### src/rtl/tm_pkg.sv
package tm_pkg;
    typedef enum logic [1:0] {
        PH_IDLE  = 2'd0,
        PH_READ  = 2'd1,
        PH_LOOK  = 2'd2,
        PH_WRITE = 2'd3
    } tm_phase_e;
endpackage

### src/rtl/tm_sync_ram.sv
module tm_sync_ram #(
    parameter int WIDTH = 2,
    parameter int DEPTH = 32,
    localparam int AW   = $clog2(DEPTH)
) (
    input  logic             clk,
    input  logic             we,
    input  logic [AW-1:0]    addr,
    input  logic [WIDTH-1:0] wdata,
    output logic [WIDTH-1:0] rdata
);
    logic [WIDTH-1:0] mem [DEPTH];
    logic [WIDTH-1:0] rdata_q;

    always_ff @(posedge clk) begin
        if (we) begin
            mem[addr] <= wdata;
        end
        rdata_q <= mem[addr];
    end

    assign rdata = rdata_q;
endmodule

### src/rtl/tm_step_ctrl.sv
module tm_step_ctrl
    import tm_pkg::*;
#(
    parameter int SYM_W      = 2,
    parameter int STATE_W    = 3,
    parameter int TAPE_DEPTH = 32,
    localparam int ADDR_W    = $clog2(TAPE_DEPTH),
    localparam int ENTRY_W   = STATE_W + 1 + SYM_W
) (
    input  logic                     clk,
    input  logic                     rst_n,
    input  logic                     start,
    input  logic [ADDR_W-1:0]        start_pos,
    input  logic [SYM_W-1:0]         rd_sym,
    input  logic [ENTRY_W-1:0]       rule_entry,
    output logic [ADDR_W-1:0]        tape_addr,
    output logic                     tape_we,
    output logic [SYM_W-1:0]         tape_wsym,
    output logic [STATE_W+SYM_W-1:0] rule_addr,
    output logic                     busy,
    output logic                     done,
    output logic                     err,
    output logic [ADDR_W-1:0]        head,
    output logic [STATE_W-1:0]       cur_state
);
    localparam logic [STATE_W-1:0] HALT_CODE = {STATE_W{1'b1}};
    localparam logic [ADDR_W-1:0]  LAST_CELL = ADDR_W'(TAPE_DEPTH - 1);
    localparam logic [ADDR_W-1:0]  ONE_CELL  = ADDR_W'(1);

    typedef struct packed {
        tm_phase_e          phase;
        logic [ADDR_W-1:0]  head;
        logic [STATE_W-1:0] st;
        logic               done;
        logic               err;
    } ctrl_t;

    ctrl_t q, d;

    logic               move_right;
    logic [STATE_W-1:0] next_st;
    logic               off_edge;

    assign move_right = rule_entry[SYM_W];
    assign next_st    = rule_entry[ENTRY_W-1:SYM_W+1];
    assign off_edge   = move_right ? (q.head == LAST_CELL) : (q.head == '0);

    always_comb begin
        d         = q;
        tape_we   = 1'b0;
        tape_wsym = rule_entry[SYM_W-1:0];
        tape_addr = q.head;
        rule_addr = {q.st, rd_sym};
        unique case (q.phase)
            PH_IDLE: begin
                if (start) begin
                    d.phase = PH_READ;
                    d.head  = start_pos;
                    d.st    = '0;
                    d.done  = 1'b0;
                    d.err   = 1'b0;
                end
            end
            PH_READ:  d.phase = PH_LOOK;
            PH_LOOK:  d.phase = PH_WRITE;
            PH_WRITE: begin
                tape_we = 1'b1;
                if (off_edge) begin
                    d.err   = 1'b1;
                    d.done  = 1'b1;
                    d.phase = PH_IDLE;
                end else begin
                    d.head = move_right ? q.head + ONE_CELL : q.head - ONE_CELL;
                    d.st   = next_st;
                    if (next_st == HALT_CODE) begin
                        d.done  = 1'b1;
                        d.phase = PH_IDLE;
                    end else begin
                        d.phase = PH_READ;
                    end
                end
            end
            default: d.phase = PH_IDLE;
        endcase
    end

    always_ff @(posedge clk) begin
        if (!rst_n) begin
            q <= '{phase: PH_IDLE, head: '0, st: '0, done: 1'b0, err: 1'b0};
        end else begin
            q <= d;
        end
    end

    assign busy      = (q.phase != PH_IDLE);
    assign done      = q.done;
    assign err       = q.err;
    assign head      = q.head;
    assign cur_state = q.st;

    assert_read_then_look_R4: assert property (@(posedge clk) disable iff (!rst_n)
        q.phase == PH_READ |=> q.phase == PH_LOOK);
    assert_look_then_write_R4: assert property (@(posedge clk) disable iff (!rst_n)
        q.phase == PH_LOOK |=> q.phase == PH_WRITE);
    assert_head_single_step_R5: assert property (@(posedge clk) disable iff (!rst_n)
        q.phase == PH_WRITE |=> (q.err || q.head == $past(q.head) + ONE_CELL
                                        || q.head == $past(q.head) - ONE_CELL));
    assert_halt_stops_R6: assert property (@(posedge clk) disable iff (!rst_n)
        (q.done && !q.err) |-> (q.st == HALT_CODE && q.phase == PH_IDLE));
    assert_edge_freezes_R7: assert property (@(posedge clk) disable iff (!rst_n)
        $rose(q.err) |-> (q.head == $past(q.head) && q.st == $past(q.st) && q.done));
endmodule

### src/rtl/tm_engine.sv
module tm_engine #(
    parameter int SYM_W      = 2,
    parameter int STATE_W    = 3,
    parameter int TAPE_DEPTH = 32,
    localparam int ADDR_W    = $clog2(TAPE_DEPTH),
    localparam int RULE_AW   = STATE_W + SYM_W,
    localparam int ENTRY_W   = STATE_W + 1 + SYM_W
) (
    input  logic               clk,
    input  logic               rst_n,
    input  logic               start,
    input  logic [ADDR_W-1:0]  start_pos,
    output logic               busy,
    output logic               done,
    output logic               err,
    output logic [ADDR_W-1:0]  head_pos,
    output logic [STATE_W-1:0] mach_state,
    input  logic               tape_wr_en,
    input  logic               tape_rd_en,
    input  logic [ADDR_W-1:0]  tape_addr,
    input  logic [SYM_W-1:0]   tape_wdata,
    output logic [SYM_W-1:0]   tape_rdata,
    output logic               tape_rd_valid,
    input  logic               rule_wr_en,
    input  logic [RULE_AW-1:0] rule_addr,
    input  logic [ENTRY_W-1:0] rule_wdata
);
    logic [ADDR_W-1:0]  ctl_tape_addr;
    logic               ctl_tape_we;
    logic [SYM_W-1:0]   ctl_tape_wsym;
    logic [RULE_AW-1:0] ctl_rule_addr;
    logic [SYM_W-1:0]   cell_sym;
    logic [ENTRY_W-1:0] rule_word;

    logic [ADDR_W-1:0]  tram_addr;
    logic               tram_we;
    logic [SYM_W-1:0]   tram_wdata;
    logic [RULE_AW-1:0] rram_addr;
    logic               rram_we;
    logic               rd_valid_d, rd_valid_q;

    always_comb begin
        tram_addr  = busy ? ctl_tape_addr : tape_addr;
        tram_we    = busy ? ctl_tape_we   : tape_wr_en;
        tram_wdata = busy ? ctl_tape_wsym : tape_wdata;
        rram_addr  = busy ? ctl_rule_addr : rule_addr;
        rram_we    = rule_wr_en && !busy;
        rd_valid_d = tape_rd_en && !busy;
    end

    always_ff @(posedge clk) begin
        if (!rst_n) begin
            rd_valid_q <= 1'b0;
        end else begin
            rd_valid_q <= rd_valid_d;
        end
    end

    tm_sync_ram #(.WIDTH(SYM_W), .DEPTH(TAPE_DEPTH)) u_tape (
        .clk   (clk),
        .we    (tram_we),
        .addr  (tram_addr),
        .wdata (tram_wdata),
        .rdata (cell_sym)
    );

    tm_sync_ram #(.WIDTH(ENTRY_W), .DEPTH(1 << RULE_AW)) u_rules (
        .clk   (clk),
        .we    (rram_we),
        .addr  (rram_addr),
        .wdata (rule_wdata),
        .rdata (rule_word)
    );

    tm_step_ctrl #(.SYM_W(SYM_W), .STATE_W(STATE_W), .TAPE_DEPTH(TAPE_DEPTH)) u_ctrl (
        .clk        (clk),
        .rst_n      (rst_n),
        .start      (start),
        .start_pos  (start_pos),
        .rd_sym     (cell_sym),
        .rule_entry (rule_word),
        .tape_addr  (ctl_tape_addr),
        .tape_we    (ctl_tape_we),
        .tape_wsym  (ctl_tape_wsym),
        .rule_addr  (ctl_rule_addr),
        .busy       (busy),
        .done       (done),
        .err        (err),
        .head       (head_pos),
        .cur_state  (mach_state)
    );

    assign tape_rdata    = cell_sym;
    assign tape_rd_valid = rd_valid_q;

    assert_valid_only_after_idle_R8: assert property (@(posedge clk) disable iff (!rst_n)
        tape_rd_valid |-> $past(!busy));
    assert_busy_clears_on_finish_R6: assert property (@(posedge clk) disable iff (!rst_n)
        $rose(done) |-> !busy);
endmodule

### config.mk
export PLATFORM = sky130hd
export DESIGN_NAME = tm_engine
export DESIGN_NICKNAME = d
export VERILOG_FILES = /design/src/rtl/tm_pkg.sv /design/src/rtl/tm_sync_ram.sv /design/src/rtl/tm_step_ctrl.sv /design/src/rtl/tm_engine.sv
export SDC_FILE = /design/constraint.sdc
export NUM_CORES = 1
export LEC_CHECK = 0
export ABC_AREA = 1
export BUFFER_PORTS_ARGS = -buffer_cell sky130_fd_sc_hd__buf_4
export CORE_UTILIZATION = 60
export DETAILED_ROUTE_END_ITERATION = 16
export PLACE_DENSITY = 0.77
export SYNTH_ARGS = -nofsm -noshare
export SYNTH_HDL_FRONTEND = slang
export SYNTH_SLANG_ARGS = --single-unit
### constraint.sdc
create_clock -name clk -period 2.79 [get_ports clk]
set_input_delay 0.279 -clock clk [delete_from_list [all_inputs] [get_ports clk]]
set_output_delay 0.279 -clock clk [all_outputs]
set_load 0.03 [all_outputs]
==> results.md <==
* Status: completed
* CP Class: flip-flop to flip-flop
* Grt ovf at 0
* Ys flop type: edfxtp_1
* Worst Hold Path Cells at 3
* DR iter-0 viols at 859
* XOR/XNOR Fraction of Synth Area at 0.000705
* Top Family by Delay on Critical Path: simple AND/OR/NAND/NOR gates
* Slowest Stage Delay on Critical Path at 0.45 ns
* Critical path required time at slightly above 3 ns
* Syn Std Cell Area at about 12,000 µm²
* Setup slack, reg-to-reg at between 0.2 and 0.25 ns
* Crit-path max FO at 18
* Antenna Diode Count at 0
* Final Hold Fails at 0
* Dpl hpwl at 17.8 mm
* I/O Pins at 43
* Chip height at about 150 µm
* Port buffer count at 42
* Slowest CP cell: nand3_1
* Clock Skews at approximately 0.0098 ns
* Worst min-delay path startpoint: rst_n
* Clock buffer depth at 3
* TritonCTS Buffers at 28
* GPL Wtd Cong at 0.877
* Final Max Tran Viols at 0
* EDFF count, synth at about 260
* VDD IR-drop max at between 0.0008 and 0.0009 V
* LEAKAGE at a little under 6 nW
* Per-cell routed wire length at around 17 µm
* Worst setup SP type: flip-flop
* Post-synthesis sequential area ratio at 0.653
* Largest net degree at the start of global routing at between 50 and 60
* CTS root buffer: clkbuf_16
* Reg2reg start: u_ctrl.q[10]
* Share of cells above drive strength 1 at 0.105
* TritonRoute pass-1 iters at 5
* Cell variety after synth at 27
* CP Data Arrival Time at between 2 and 3 ns
* Setup TNS at 0 ns
* Via density at around 5.5
* Setup bufs post-CTS at 0
* CTS tree: done
* Number of global-route vias before repair at around 8,800
* Mux cell area share after synthesis at 0
* Top cells by area, synth: edfxtp_1, nand2_1, nand3_1, dfxtp_1, nor2_1
* Flops & latches, synth at roughly 280
* Cells after Synth at roughly 1,300
* Nets@finish at about 1,400
* Part of the cycle the worst path needs at 0.923
* Cell mode on critical path: inv_1
* Post-synthesis adder-cell area fraction at 0.00765
* Cell row count at 52
* Core footprint at 20,300 µm²
* Routed Wire Length at between 20 and 30 mm
* Reg2reg end: u_tape.mem[0][0]
* Worst slew pin tran at between 0.5 and 0.6 ns
* Most frequent cells after synthesis: nand2_1, edfxtp_1, nor2_1, nand3_1, inv_1
* Syn_nets at 1,345
* Fmax at roughly 390 MHz
* Worst-path cell chain: inv_1 -> ha_1 -> inv_1 -> nand2_1 -> nand2_2 -> nand3_1 -> nor2_1
* Crit path buf inv count at 2
* CTS Sinks at 277
* Synth async-reset ratio at 0
* Final setup fails at 0
* Clock transition at path regs at ~0.060 ns
* Tmin final at about 2.6 ns
* FF-to-FF path depth at 7
* Relative slew margins at 0.608
* Initial antenna violation count at 0
* Largest family of logic cells by synthesized area: simple AND/OR/NAND/NOR gates
* Hold endpoint: u_ctrl.cur_state[0]
* Final worst setup slack at about 0.21 ns
* Chip width at 146 µm
* Top-count cell post-synth: nand2_1
* Avg Inst Size Synth at between 9 and 10 µm²
* DRC at 0
* Pre-CTS setup slack at roughly 0.27 ns
* CP endpoint kind: flip-flop
* Hold slack at ~0.0076 ns
* Hold Path Class: input port to flip-flop
* Synth-to-layout area growth at 12.8%
* Worst-Skew Late Latency at 0.54 ns
* Pwr Density at ~1100 nW/µm²
* Compound-Gate Fraction of Synth Area at 0.0123
* ANT nets after route at 0
* Yosys Warn Count at 0
* Maxcap violations at 0
* CTS H-tree lvls at 1
* Initial Utilization at 0.612
* Die Area at between 20,000 and 25,000 µm²
* Vias at 8,992
* Synth Area in Simple Gates at 0.288
* Gr usage total at 0.273
* RSZ-0062 raised after global routing: false
* First-pass GRT wire length at between 40 and 50 mm
* Synth area leader: edfxtp_1
* Top-area cell type share of the netlist area at 0.619
## how the worst max path moves through the flow
stage,from,end,cells past startpoint
6_report,u_ctrl.q[10],u_tape.mem[0][0],7
2_1_floorplan,u_ctrl.q[10],u_rules.mem[10][0],9
3_5_place_dp,u_ctrl.q[10],u_tape.mem[16][1],7
4_1_cts,u_ctrl.q[10],u_tape.mem[0][0],7
5_1_grt,u_ctrl.q[10],u_tape.mem[20][0],7
3_3_place_gp,u_ctrl.q[10],u_tape.mem[16][0],7
## layout make-up
type / count / area, µm²
inverters: 46 / 173
clock inverters: 16 / 228
clock buffers: 36 / 772
well taps: 270 / 338
flip-flops and latches: 277 / 8110
repair buffers: 72 / 556
multi-input cells: 929 / 3840
fillers: 1572 / 6290
## layout by cell type (no fill, tap or decap), types with 9 or more instances in the layout
cell / Yosys / final
inv_1: 35 / 35
nor2_1: 106 / 106
buf_4: 12 / 70
inv_2: 11 / 11
o21ai_0: 9 / 9
dfxtp_1: 21 / 21
edfxtp_1: 256 / 256
nand3_1: 90 / 90
nand2_1: 683 / 682
clkbuf_16: 0 / 29
## kinds of logic after synthesis
group | Yosys count
buffers and inverters | 103
xor gates and xnor gates | 1
and+or+nand+nor | 897
adders and majority gates | 7
DFF | 277
AOI/OAI and AO/OA | 24
## stage by stage
stage / utilization / instances / power, mW / instance area [µm²]
after floorplan: - / 1309 / 9.65 / 12400
after global placement: 0.641 / 1593 / 11.2 / 13000
after detailed placement: 0.641 / 1593 / 11.3 / 13000
after CTS: 0.690 / 1646 / 15.4 / 14000
after global routing: 0.690 / 1646 / 16.3 / 14000
final: 0.690 / 1646 / 15.4 / 14000
## where the power goes
part,switching (mW),leakage (nW),internal (mW)
Combinational,4.37,2.94,1.75
Clock,1.52,0.488,2.50
Sequential,0.185,2.48,5.08
## flip-flops by register name (all words and copies together) (netlist names)
register / count
tape_rd_valid: 1
u_ctrl.cur_state: 3
u_ctrl.done: 1
u_ctrl.err: 1
u_ctrl.head: 5
u_ctrl.q: 2
u_rules.mem: 192
u_rules.rdata: 6
u_tape.mem: 64
u_tape.rdata: 2
## what timing repair did
| action | CTS | global route |
|---|---|---|
| hold buffers | 1 | 0 |
| resized for setup | 0 | 0 |
| hold endpoints to repair | 1 | 0 |
## layer usage
metal | part of all wire | GRT usage | vias up | routed length [µm]
met2 | 0.50 | 0.475 | 380 | 14200
met5 | 0 | 0 | - | 0
met4 | 0.026 | 0.0858 | 0 | 737
met3 | 0.085 | 0.0486 | 66 | 2430
li1 | - | - | 4348 | -
met1 | 0.39 | 0.349 | 4198 | 11200
## worst register-to-register path, stage by stage, from the launching register on
cell and delay, ns:
dfxtp_1 0.36, inv_1 0.08, ha_1 0.34, inv_1 0.23
nand2_1 0.16, nand2_2 0.32, nand3_1 0.46, nor2_1 0.32
Power figures use the tool's default switching activity.
